### src/rtl/colgen_pkg.sv
package colgen_pkg;

  typedef enum logic [1:0] {
    LEN_FOUR  = 2'b00,
    LEN_EIGHT = 2'b01,
    LEN_PAGE  = 2'b10,
    LEN_PAGE2 = 2'b11
  } len_code_e;

endpackage

### src/rtl/colgen_rst_sync.sv
module colgen_rst_sync (
  input  logic clk,
  input  logic rst_n,
  output logic rst_q_n
);

  logic [1:0] sync_q;

  always_ff @(posedge clk or negedge rst_n) begin
    if (!rst_n) sync_q <= 2'b00;
    else        sync_q <= {sync_q[0], 1'b1};
  end

  assign rst_q_n = sync_q[1];

endmodule

### src/rtl/colgen_cfg_dec.sv
module colgen_cfg_dec
  import colgen_pkg::*;
#(
  parameter int COL_W     = 8,
  parameter int SHORT_LOG = 2,
  parameter int LONG_LOG  = 3
) (
  input  logic [1:0]       len_code_i,
  input  logic             interleave_i,
  input  logic             wr_i,
  input  logic             single_wr_i,
  output logic [COL_W-1:0] mask_o,
  output logic [COL_W-1:0] lim_o,
  output logic             full_o,
  output logic             ilv_o,
  output logic             illegal_o
);

  localparam logic [COL_W-1:0] MASK_SHORT = {{(COL_W-SHORT_LOG){1'b0}}, {SHORT_LOG{1'b1}}};
  localparam logic [COL_W-1:0] MASK_LONG  = {{(COL_W-LONG_LOG){1'b0}}, {LONG_LOG{1'b1}}};
  localparam logic [COL_W-1:0] MASK_PAGE  = {COL_W{1'b1}};

  logic page_req;
  logic one_beat;

  always_comb begin
    page_req = 1'b0;
    mask_o   = MASK_SHORT;
    unique case (len_code_e'(len_code_i))
      LEN_FOUR:  mask_o = MASK_SHORT;
      LEN_EIGHT: mask_o = MASK_LONG;
      LEN_PAGE, LEN_PAGE2: begin
        mask_o   = MASK_PAGE;
        page_req = 1'b1;
      end
      default:   mask_o = MASK_SHORT;
    endcase
  end

  assign one_beat  = wr_i & single_wr_i;
  assign lim_o     = one_beat ? '0 : mask_o;
  assign full_o    = page_req & ~one_beat;
  assign illegal_o = interleave_i & page_req;
  assign ilv_o     = interleave_i & ~page_req;

endmodule

### src/rtl/colgen_beat_ctr.sv
module colgen_beat_ctr #(
  parameter int COL_W = 8
) (
  input  logic             clk,
  input  logic             rst_n,
  input  logic             start_i,
  input  logic             stop_i,
  input  logic [COL_W-1:0] lim_i,
  input  logic             full_i,
  output logic             active_o,
  output logic [COL_W-1:0] cnt_o,
  output logic             last_o
);

  logic             active_q, active_d;
  logic [COL_W-1:0] cnt_q, cnt_d;
  logic             en;

  assign last_o = active_q & (stop_i | (~full_i & (cnt_q == lim_i)));
  assign en     = start_i | active_q;

  always_comb begin
    active_d = active_q;
    cnt_d    = cnt_q;
    if (start_i) begin
      active_d = 1'b1;
      cnt_d    = '0;
    end else if (active_q) begin
      if (last_o) begin
        active_d = 1'b0;
        cnt_d    = '0;
      end else begin
        cnt_d    = cnt_q + 1'b1;
      end
    end
  end

  always_ff @(posedge clk or negedge rst_n) begin
    if (!rst_n) begin
      active_q <= 1'b0;
      cnt_q    <= '0;
    end else if (en) begin
      active_q <= active_d;
      cnt_q    <= cnt_d;
    end
  end

  assign active_o = active_q;
  assign cnt_o    = cnt_q;

  // a final beat without a fresh start leaves the counter idle
  a_r3_end_idle: assert property (@(posedge clk) disable iff (!rst_n)
    (last_o && !start_i) |=> !active_o);

  // stop while idle cannot wake the counter
  a_r7_idle_stop: assert property (@(posedge clk) disable iff (!rst_n)
    (!active_o && !start_i && stop_i) |=> !active_o);

endmodule

### src/rtl/colgen_col_form.sv
module colgen_col_form #(
  parameter int COL_W = 8
) (
  input  logic [COL_W-1:0] base_i,
  input  logic [COL_W-1:0] mask_i,
  input  logic [COL_W-1:0] cnt_i,
  input  logic             ilv_i,
  output logic [COL_W-1:0] col_o
);

  logic [COL_W-1:0] sum;

  assign sum = base_i + cnt_i;

  for (genvar b = 0; b < COL_W; b++) begin : g_bit
    always_comb begin
      if (!mask_i[b])  col_o[b] = base_i[b];
      else if (ilv_i)  col_o[b] = base_i[b] ^ cnt_i[b];
      else             col_o[b] = sum[b];
    end
  end

endmodule

### src/rtl/sdram_burst_colgen.sv
module sdram_burst_colgen #(
  parameter int COL_W     = 8,
  parameter int SHORT_LOG = 2,
  parameter int LONG_LOG  = 3
) (
  input  logic             clk,
  input  logic             rst_n,
  input  logic             start_i,
  input  logic [COL_W-1:0] start_col_i,
  input  logic [1:0]       len_code_i,
  input  logic             interleave_i,
  input  logic             wr_i,
  input  logic             single_wr_i,
  input  logic             stop_i,
  output logic [COL_W-1:0] col_o,
  output logic             valid_o,
  output logic             last_o,
  output logic             illegal_o
);

  logic             rst_q_n;
  logic [COL_W-1:0] dec_mask, dec_lim;
  logic             dec_full, dec_ilv, dec_illegal;

  logic [COL_W-1:0] base_q, mask_q, lim_q;
  logic             full_q, ilv_q, illegal_q;
  logic [COL_W-1:0] cnt;
  logic             active;
  logic [COL_W-1:0] col_raw;

  colgen_rst_sync u_rst (
    .clk     (clk),
    .rst_n   (rst_n),
    .rst_q_n (rst_q_n)
  );

  colgen_cfg_dec #(
    .COL_W     (COL_W),
    .SHORT_LOG (SHORT_LOG),
    .LONG_LOG  (LONG_LOG)
  ) u_dec (
    .len_code_i   (len_code_i),
    .interleave_i (interleave_i),
    .wr_i         (wr_i),
    .single_wr_i  (single_wr_i),
    .mask_o       (dec_mask),
    .lim_o        (dec_lim),
    .full_o       (dec_full),
    .ilv_o        (dec_ilv),
    .illegal_o    (dec_illegal)
  );

  // burst configuration, captured on start only
  always_ff @(posedge clk or negedge rst_q_n) begin
    if (!rst_q_n) begin
      base_q    <= '0;
      mask_q    <= '0;
      lim_q     <= '0;
      full_q    <= 1'b0;
      ilv_q     <= 1'b0;
      illegal_q <= 1'b0;
    end else if (start_i) begin
      base_q    <= start_col_i;
      mask_q    <= dec_mask;
      lim_q     <= dec_lim;
      full_q    <= dec_full;
      ilv_q     <= dec_ilv;
      illegal_q <= dec_illegal;
    end
  end

  colgen_beat_ctr #(.COL_W(COL_W)) u_ctr (
    .clk      (clk),
    .rst_n    (rst_q_n),
    .start_i  (start_i),
    .stop_i   (stop_i),
    .lim_i    (lim_q),
    .full_i   (full_q),
    .active_o (active),
    .cnt_o    (cnt),
    .last_o   (last_o)
  );

  colgen_col_form #(.COL_W(COL_W)) u_form (
    .base_i (base_q),
    .mask_i (mask_q),
    .cnt_i  (cnt),
    .ilv_i  (ilv_q),
    .col_o  (col_raw)
  );

  assign valid_o   = active;
  assign col_o     = active ? col_raw : '0;
  assign illegal_o = active & illegal_q;

  // every accepted start yields its first column one cycle later
  a_r2_first_beat: assert property (@(posedge clk) disable iff (!rst_q_n)
    start_i |=> (valid_o && col_o == $past(start_col_i)));

  // fixed bursts never touch the bits above the longest block
  a_r4_upper_held: assert property (@(posedge clk) disable iff (!rst_q_n)
    (valid_o && !last_o && !start_i && !full_q)
    |=> (col_o[COL_W-1:LONG_LOG] == $past(col_o[COL_W-1:LONG_LOG])));

  // interleaved order flips bit 0 on every step
  a_r5_ilv_toggle: assert property (@(posedge clk) disable iff (!rst_q_n)
    (valid_o && ilv_q && !last_o && !start_i) |=> (col_o[0] != $past(col_o[0])));

  // page bursts step by one column, wrapping
  a_r6_page_step: assert property (@(posedge clk) disable iff (!rst_q_n)
    (valid_o && full_q && !last_o && !start_i)
    |=> (col_o == COL_W'($past(col_o) + 1'b1)));

  // a page burst keeps running without a stop
  a_r6_page_runs: assert property (@(posedge clk) disable iff (!rst_q_n)
    (valid_o && full_q && !stop_i && !start_i) |=> valid_o);

  // single-write bursts are one beat long
  a_r8_single_beat: assert property (@(posedge clk) disable iff (!rst_q_n)
    (start_i && wr_i && single_wr_i) |=> last_o);

  // no flag without a beat
  a_r1_flags_quiet: assert property (@(posedge clk) disable iff (!rst_q_n)
    !valid_o |-> (!last_o && !illegal_o && col_o == '0));

endmodule

### config.mk
export PLATFORM = sky130hd
export DESIGN_NAME = sdram_burst_colgen
export DESIGN_NICKNAME = d
export VERILOG_FILES = /design/src/rtl/colgen_pkg.sv /design/src/rtl/colgen_rst_sync.sv /design/src/rtl/colgen_cfg_dec.sv /design/src/rtl/colgen_beat_ctr.sv /design/src/rtl/colgen_col_form.sv /design/src/rtl/sdram_burst_colgen.sv
export SDC_FILE = /design/constraint.sdc
export NUM_CORES = 1
export LEC_CHECK = 0
export BUFFER_PORTS_ARGS = -buffer_cell sky130_fd_sc_hd__buf_4
export CORE_MARGIN = 1.5
export CORE_UTILIZATION = 35
export CTS_CLUSTER_SIZE = 16
export DETAILED_ROUTE_END_ITERATION = 16
export GPL_ROUTABILITY_DRIVEN = 0
export SETUP_SLACK_MARGIN = 0.5
export SLEW_MARGIN = 20
export SYNTH_ARGS = -nofsm -noshare
export SYNTH_HDL_FRONTEND = slang
export SYNTH_SLANG_ARGS = --single-unit
export TNS_END_PERCENT = 20
### constraint.sdc
create_clock -name clk -period 3.4 [get_ports clk]
set_input_delay 0.68 -clock clk [delete_from_list [all_inputs] [get_ports clk]]
set_output_delay 0.68 -clock clk [all_outputs]
set_load 0.005 [all_outputs]
Word level (Yosys, flattened, before mapping)
Cells that the tools add are included.

Flip-flop bits (word level): 38. Bits of input ports: 17. Output and inout bits: 11. Logic and storage cells: 65.

Add/subtract/negate cells: 2. Eq/ne operators: 4. Multiplexer cells: 26. Bitwise gates (word level): 20. Reduce and logical (&&, ||, !) cells: 4.

Operator list (number): 2-to-1 mux 8 bit (5); case mux 8 bit (3 select lines) (1); 2-to-1 mux 1 bit (20); adder 8 x 1 -> 8 bit, second input constant (1); adder 8 bit (1); == test 8 bit (1); bitwise XOR 1 bit (8); AND 1 bit (7); == test 2 bit, second input constant (2); inverter 1 bit (3); == test 2 x 1 -> 1 bit, second input constant (1); logical NOT 2 bit (1); OR 1 bit (2); AND reduction 2 bit (1); nonzero test 2 bit (1); OR reduction 2 bit (1).

Logic depth before layout (Yosys ltp)
Gate-level depths: netlist of the first run.

Word-level depth: 7. Depth in mapped cells: 7. Mapped depth without buffers: 7.

Hierarchy
From an unflattened synthesis of the first run, not the netlist that was laid out.

Cell total of the unflattened synthesis: 208. Area, all modules: 2382.3 sq um.

Modules (own cells, without submodules): sdram_burst_colgen (instances 1, cells an instance 66, area each 1162.4 sq um, seq. area each 675.6 sq um); colgen_beat_ctr (instances 1, cells an instance 58, area each 585.6 sq um, seq. area each 225.2 sq um); colgen_col_form (instances 1, cells an instance 61, area each 442.9 sq um, seq. area each 0.0 sq um); colgen_cfg_dec (instances 1, cells an instance 20, area each 137.6 sq um, seq. area each 0.0 sq um); colgen_rst_sync (instances 1, cells an instance 3, area each 53.8 sq um, seq. area each 50.0 sq um).

Least setup slack after synthesis of the first run
No wires, ideal clock.

Kind: reg-to-output. From: register u_ctr.cnt_q[2] (netlist: u_ctr.cnt_o[2]). To: output col_o[5]. Arrival time: 1.638 ns. Data required time: 2.720 ns. Setup slack: 1.082 ns. Cell stages (with the launch flop): 6. Buffers on the path: 0. Cells stage by stage: dfrtp_1 ha_1 o211ai_1 o21a_1 or3_1 a311oi_1.

Longest elaborated chain between the ends: 4.

RTL lines: from (decl) (line colgen_beat_ctr.sv:16) `logic [COL_W-1:0] cnt_q, cnt_d;`; from (signal assigned) (line colgen_beat_ctr.sv:44) `cnt_q <= cnt_d;`; adder 8 bit (line colgen_col_form.sv:13) `assign sum = base_i + cnt_i;`; 2-to-1 mux 1 bit (line colgen_col_form.sv:18) `else if (ilv_i) col_o[b] = base_i[b] ^ cnt_i[b];`; 2-to-1 mux 1 bit (line colgen_col_form.sv:17) `if (!mask_i[b]) col_o[b] = base_i[b];`; 2-to-1 mux 8 bit (line sdram_burst_colgen.sv:93) `assign col_o = active ? col_raw : '0;`; to (decl) (line sdram_burst_colgen.sv:15) `output logic [COL_W-1:0] col_o,`.

No other way between the ends.

Worst setup path after layout of the first run
From: register u_ctr.cnt_q[3] (netlist: u_ctr.cnt_o[3]). To: output col_o[5].

Same word-level chain as after synthesis.

==> flow_metrics.env, run 1 <==
export IMPL_status="finished with violations"
export IMPL_violations="DRC"
export IMPL_yosysSeqAreaShare_pct=42.5
export IMPL_crit_start="u_ctr.cnt_o[3]"
export IMPL_drt_drc_violations_left=1
export IMPL_grt_max_degree=34
export IMPL_fin_crit_sh_pct=83.5
export IMPL_endpoint="col_o[5]"
export IMPL_synth_top_area_share_pct=42.5
export IMPL_placed_area_mm2=0.00188
export IMPL_end_kind="primary output"
export IMPL_die_h_um=71.7
export IMPL_grt_pass1_wl_mm=6.68
export IMPL_clock_root_buffer="clkbuf_8"
export IMPL_cp_num_cells=6
export IMPL_drt_first_pass_iters=12
export IMPL_r2r_end="u_ctr.cnt_o[7]"
export IMPL_cp_required_ns=2.72
export IMPL_start_util_pct=37.1
export IMPL_critPathMaxStageDelay_ns=0.47
export IMPL_avgViaCountPerCell=5.66
export IMPL_drive_above_1_share_pct=30.6
export IMPL_crit_type="reg -> out"
export IMPL_critPathMaxFanout=5
export IMPL_routed_wl_mm=3.96
export IMPL_ir_drop_mv=0.209
export IMPL_row_count=24
export IMPL_cts_sinks=28
export IMPL_synth_edf_count=0
export IMPL_ant_nets=0
export IMPL_finalNetCount=220
export IMPL_synth_flop_cell="dfrtp_1"
export IMPL_stdcell_area_mm2=0.00204
export IMPL_track_usage_pct=16.6
export IMPL_dieArea_mm2=0.00514
export IMPL_drv_cap=0
export IMPL_drtIter0Drc=64
export IMPL_syn_to_final_growth_pct=23.6
export IMPL_crit_chain="ha_4 > o211ai_1 > o21a_1 > or3_1 > a311oi_1 > buf_4"
export IMPL_synth_area_top_cells="dfrtp_1 42%, mux2_2 6.8%, ha_1 6.1%"
export IMPL_cts_tree="built"
export IMPL_start_kind="register"
export IMPL_async_flop_share_pct=100
export IMPL_cp_top_family="compound AO/OA/AOI/OAI gates"
export IMPL_antenna_found_initial=0
export IMPL_layout_min_cycle_time_ns=2.84
export IMPL_clk_pin_slew_ns=0.10
export IMPL_postSynthAreaPerCell_um2=9.77
export IMPL_dr_total_vias=1386
export IMPL_synth_cell_types=41
export IMPL_clk_path_buf_depth=2
export IMPL_r2r_start="u_ctr.cnt_o[3]"
export IMPL_reg2reg_slack_ns=1.79
export IMPL_path_buf_inv=1
export IMPL_finalSetupTns_ns=0
export IMPL_synth_cells=169
export IMPL_grt_pass1_vias=1446
export IMPL_holdWs_ns=0.152
export IMPL_worstMarginPinSlew_ns=0.585
export IMPL_seq_area_um2=708
export IMPL_synth_largest_area_cell="dfrtp_1"
export IMPL_htreeDepth=1
export IMPL_finalPower_uw=813
export IMPL_portBuffers=27
export IMPL_rsz0062_at_grt="true"
export IMPL_syn_num_nets=195
export IMPL_cts_hold_buffers=0
export IMPL_cts_buffers=3
export IMPL_syn_cell_area_mm2=0.00165
export IMPL_p_leak_nw=0.846
export IMPL_synth_warnings=0
export IMPL_ios=28
export IMPL_reg2reg_depth=5
export IMPL_setup_viol=0
export IMPL_fin_skew_ns=0.00627
export IMPL_dpl_hpwl_mm=2.76
export IMPL_insertion_delay_ns=0.28
export IMPL_wl_per_cell_um=16.2
export IMPL_drv_slew=0
export IMPL_overflow=0
export IMPL_ys_ff_latch=28
export IMPL_insertedDiodeCount=0
export IMPL_multi_input_area_um2=947
export IMPL_cpMaxStageDelayCell="dfrtp_2"
export IMPL_finalHoldViolCount=0
export IMPL_fmax_ghz=0.352
export IMPL_p_per_area_mw_per_mm2=399
export IMPL_cp_arrival_ns=2.16
export IMPL_hold_path_class="in -> async"
export IMPL_dieWidth_um=71.7
export IMPL_nFillCells=442
export IMPL_max_slew_margin_rel_pct=61.0
export IMPL_core_area_mm2=0.00444
==> state kept, by name (all words and copies together) (netlist names) <==
signal and flops:
base_q 8, full_q 1, illegal_q 1, ilv_q 1
lim_q 3, mask_q 3, u_ctr.active_o 1, u_ctr.cnt_o 8
u_rst.sync_q 2
==> layer usage <==
layer	share of wire [%]	track usage [%]	wire (um)
met5	0	0	0
met4	1.7	6.92	66
met3	3.2	2.11	125
met2	48	27.8	1920
met1	47	21.8	1850
==> cell usage after synthesis (2+ instances only) <==
cell type	instances
a211oi_1	10
a21oi_1	11
buf_2	3
clkbuf_1	6
dfrtp_1	28
ha_1	8
inv_1	6
mux2_2	10
mux2i_1	2
nand2_1	11
nand3_1	5
nand3b_1	4
nand4_1	3
nor2_1	13
nor4_1	2
o21a_1	3
o21ai_0	9
or3_1	3
xnor2_1	7
xor2_1	4
==> power breakdown <==
part / switching (mW) / total (mW) / internal [mW] / leakage (nW)
clock: 0.108 / 0.266 / 0.158 / 0.0357
sequential: 0.0333 / 0.388 / 0.355 / 0.333
combinational: 0.0709 / 0.159 / 0.0881 / 0.478
==> cell type report <==
cell class | count | share of cell area (%)
timing repair buffer | 30 | 11.0
clock inverter | 1 | 1.47
clock buffer | 3 | 2.02
sequential | 28 | 34.7
tap | 52 | 3.19
multi-input combinational | 125 | 46.4
inverter | 6 | 1.10
==> stage by stage <==
step | std cells | util, % | setup slack (ns)
after floorplan | 169 | - | 1.08
after global placement | 239 | 42.3 | 0.868
after detailed placement | 239 | 42.3 | 0.826
after CTS | 243 | 44.5 | 0.500
after global routing | 245 | 45.9 | 0.449
final | 245 | 45.9 | 0.560
==> placed cells by master, fill, tap and decap left out, types with 2 or more instances in the layout <==
cell / synthesis / layout
buf_4: 1 / 30
dfrtp_1: 28 / 22
nor2_1: 13 / 13
nand2_1: 11 / 11
a21oi_1: 11 / 11
mux2_2: 10 / 10
a211oi_1: 10 / 9
o21ai_0: 9 / 8
xnor2_1: 7 / 7
inv_1: 6 / 6
dfrtp_2: 0 / 6
nand3_1: 5 / 5
xor2_1: 4 / 4
nand3b_1: 4 / 4
ha_4: 0 / 4
nand4_1: 3 / 3
or3_1: 3 / 3
o21a_1: 3 / 3
ha_1: 8 / 3
clkbuf_8: 0 / 3
nor4_1: 2 / 2
mux2i_1: 2 / 2
==> timing repair <==
| action | 4_1_cts | 5_1_grt |
|---|---|---|
| setup endpoints to repair | 1 | 5 |
| resized for setup | 2 | 11 |
| buffers inserted | 0 | 2 |
| pin swaps | 0 | 1 |
==> logic make-up after synthesis <==
kind of cell | count (synthesis) | synth area share (%)
AO/OA/AOI/OAI | 45 | 17.8
multiplexers | 12 | 8.04
XOR/XNOR | 11 | 5.84
buffers and inverters | 16 | 4.09
flip-flops | 28 | 42.5
other | 1 | 0.227
adder cells (fa/ha/maj) | 9 | 7.28
AND/OR/NAND/NOR | 47 | 14.3
==> worst min-delay path by stage <==
stage | start | to | slack (ns) | cells past startpoint
5_1_grt | rst_n | u_rst.sync_q[1] | 0.13 | 1
4_1_cts | rst_n | u_rst.sync_q[1] | 0.14 | 1
3_5_place_dp | u_rst.sync_q[0] | u_rst.sync_q[1] | 0.34 | 0
3_3_place_gp | u_rst.sync_q[0] | u_rst.sync_q[1] | 0.34 | 0
2_1_floorplan | u_rst.sync_q[1] | base_q[0] | 0.33 | 0
6_report | rst_n | u_rst.sync_q[1] | 0.15 | 1
Power figures use the tool's default switching activity.
==> run 2, diff against run 1 <==
Settings changed: ABC_AREA set to 1.
Clock period 3.4 ns to 2.5 ns, I/O delays scaled along.
==> run 2 against run 1 <==
Net effect: the run now ends clean; core utilization up 2.7 points; sequential power is 36% higher; sequential share of layout area is 3.8 points lower; final area up 13%; worst hold slack better by 0.077 ns; critical path type unchanged; largest cell class unchanged.
==> flow_metrics.env, run 2 <==
export IMPL_status="finished clean"
export IMPL_fin_crit_sh_pct=97.0
export IMPL_drt_first_pass_iters=4
export IMPL_cts_sinks=28
export IMPL_max_slew_margin_rel_pct=62.3
export IMPL_clk_pin_slew_ns=0.10
export IMPL_synth_cells=223
export IMPL_synth_area_top_cells="dfrtp_1 41%, nand2_1 15%, ha_1 5.9%"
export IMPL_ys_ff_latch=28
export IMPL_synth_edf_count=0
export IMPL_dieWidth_um=72.9
export IMPL_setup_viol=0
export IMPL_fin_skew_ns=0.00995
export IMPL_drive_above_1_share_pct=34.8
export IMPL_netlist_top_cells_count="70 x nand2_1, 28 x dfrtp_1, 25 x inv_1"
export IMPL_ir_drop_mv=0.365
export IMPL_wl_per_cell_um=12.6
export IMPL_drv_slew=0
export IMPL_portBuffers=27
export IMPL_avgViaCountPerCell=4.73
export IMPL_syn_cell_area_mm2=0.00171
export IMPL_gr_usage_met2_pct=31.3
export IMPL_syn_to_final_growth_pct=34.2
export IMPL_grtUsageMet3_pct=2.90
export IMPL_synth_largest_area_cell="dfrtp_1"
export IMPL_ant_nets=0
export IMPL_hold_path_class="reg -> async"
export IMPL_critPathMaxFanout=2
export IMPL_crit_type="reg -> out"
export IMPL_fmax_ghz=0.413
export IMPL_rsz0062_at_grt="true"
export IMPL_die_h_um=72.9
export IMPL_dieArea_mm2=0.00532
export IMPL_cp_arrival_ns=1.92
export IMPL_p_leak_nw=1.11
export IMPL_grt_busiest_layer="met2"
export IMPL_synth_most_common_cell="nand2_1"
export IMPL_critPathMaxStageDelay_ns=0.41
export IMPL_clock_root_buffer="clkbuf_8"
export IMPL_start_kind="register"
export IMPL_cpMostUsedCell="buf_4"
export IMPL_grt_pass1_wl_mm=7.31
export IMPL_synth_warnings=0
export IMPL_worstMarginPinSlew_ns=0.563
export IMPL_async_flop_share_pct=100
export IMPL_synth_top_area_share_pct=41.0
export IMPL_htreeDepth=1
export IMPL_yosysSeqAreaShare_pct=41.0
export IMPL_antenna_found_initial=0
export IMPL_final_util_pct=48.6
export IMPL_overflow=0
export IMPL_final_cell_mix="64 x nand2_1, 42 x buf_4, 24 x inv_1"
export IMPL_grt_max_degree=27
export IMPL_start_util_pct=36.2
export IMPL_synth_flop_cell="dfrtp_1"
export IMPL_ios=28
export IMPL_dr_total_vias=1567
export IMPL_finalNetCount=291
export IMPL_row_count=25
export IMPL_cpMaxStageDelayCell="dfrtp_2"
export IMPL_cp_required_ns=2.00
export IMPL_clk_path_buf_depth=2
export IMPL_cts_buffers=3
export IMPL_post_place_ws_ns=0.247
export IMPL_track_usage_pct=17.6
export IMPL_drt_drc_violations_left=0
export IMPL_finalHoldViolCount=0
export IMPL_grt_use_met1_pct=22.4
export IMPL_routed_wl_mm=4.17
export IMPL_syn_num_nets=249
export IMPL_synth_cell_types=29
export IMPL_setup_slack_ns=0.0761
export IMPL_final_common_cell="nand2_1"
export IMPL_dpl_hpwl_mm=2.93
export IMPL_nFillCells=490
export IMPL_grt_pass1_vias=1599
export IMPL_layout_min_cycle_time_ns=2.42
export IMPL_drtIter0Drc=70
export IMPL_drv_cap=0
export IMPL_insertedDiodeCount=0
export IMPL_cts_tree="built"
export IMPL_multi_input_area_mm2=0.00100
export IMPL_insertion_delay_ns=0.28
export IMPL_p_per_area_mw_per_mm2=539
export IMPL_end_kind="primary output"
export IMPL_core_area_mm2=0.00472
export IMPL_crit_chain="ha_2 > fa_2 > buf_4 > nand2_2 > o21ai_0 > a21oi_1 > or2_4 > inv_2 > buf_4"
export IMPL_seq_area_um2=709
export IMPL_postSynthAreaPerCell_um2=7.67
-- run 2: path summary, 6_finish.rpt --
check / startpoint / end / slack [ns] / cells after the start
worst min-delay path: u_rst.sync_q[1] / lim_q[6] / 0.23 / 1
max in group asynchronous: rst_n / u_rst.sync_q[0] / 1.89 / 2
min in group clk: u_rst.sync_q[0] / u_rst.sync_q[1] / 0.36 / 0
worst max register to register: u_ctr.cnt_o[0] / u_ctr.cnt_o[6] / 0.97 / 7
worst min register to register: u_rst.sync_q[1] / lim_q[6] / 0.23 / 1
worst max-delay path: u_ctr.cnt_o[0] / col_o[2] / 0.08 / 9
-- run 2: cells by family after synthesis --
kind of cell | synth area share (%)
fa+ha+maj | 7.02
compound gates | 14.7
xor+xnor | 3.07
simple gates | 26.3
flops | 41.0
buf+inv | 7.75
other cells | 0.219
-- run 2: area by class of cell --
type / count / area share, %
multi-input combinational: 162 / 43.8
sequential: 28 / 30.9
timing repair buffer: 43 / 14.2
inverter: 27 / 4.41
tap: 67 / 3.65
clock buffer: 3 / 1.80
clock inverter: 1 / 1.31
-- run 2: metal layers --
| metal | up-vias | part of all wire (%) | wire [um] |
|---|---|---|---|
| li1 | 796 | - | - |
| met5 | - | 0 | 0 |
| met4 | 0 | 1.3 | 56 |
| met3 | 6 | 4.4 | 183 |
| met1 | 733 | 46 | 1930 |
| met2 | 32 | 48 | 2000 |
-- run 2: stage by stage --
stage / setup TNS (ns) / instances / hold slack, ns / total power, mW / area [um2]
after floorplan: 0 / 223 / 0.204 / 0.693 / 1710
after global placement: 0 / 314 / 0.251 / 0.798 / 1990
after detailed placement: 0 / 314 / 0.252 / 0.802 / 1990
after CTS: 0 / 322 / 0.259 / 1.20 / 2150
after global routing: -0.0786 / 331 / 0.290 / 1.32 / 2300
final: 0 / 331 / 0.228 / 1.24 / 2300
-- run 2: critical path, delay by kind of cell (launching register included) --
family          cells  cell delay (ns)
compound gates      2             0.19
fa+ha+maj           2             0.57
buf+inv             3             0.29
flops               1             0.41
simple gates        2             0.19
-- run 2: repair_timing --
item | in CTS | in global routing
hold buffers | 1 | 0
resized for setup | 11 | 24
endpoints found under the setup margin | 8 | 9
endpoints found under the hold margin | 2 | 0
pin swaps | 0 | 17
buffers inserted | 3 | 9
-- run 2: power breakdown --
part | internal (mW) | total, mW | switching (mW)
logic | 0.171 | 0.348 | 0.176
clock network | 0.215 | 0.364 | 0.149
registers | 0.490 | 0.527 | 0.0364
total | 0.876 | 1.24 | 0.362
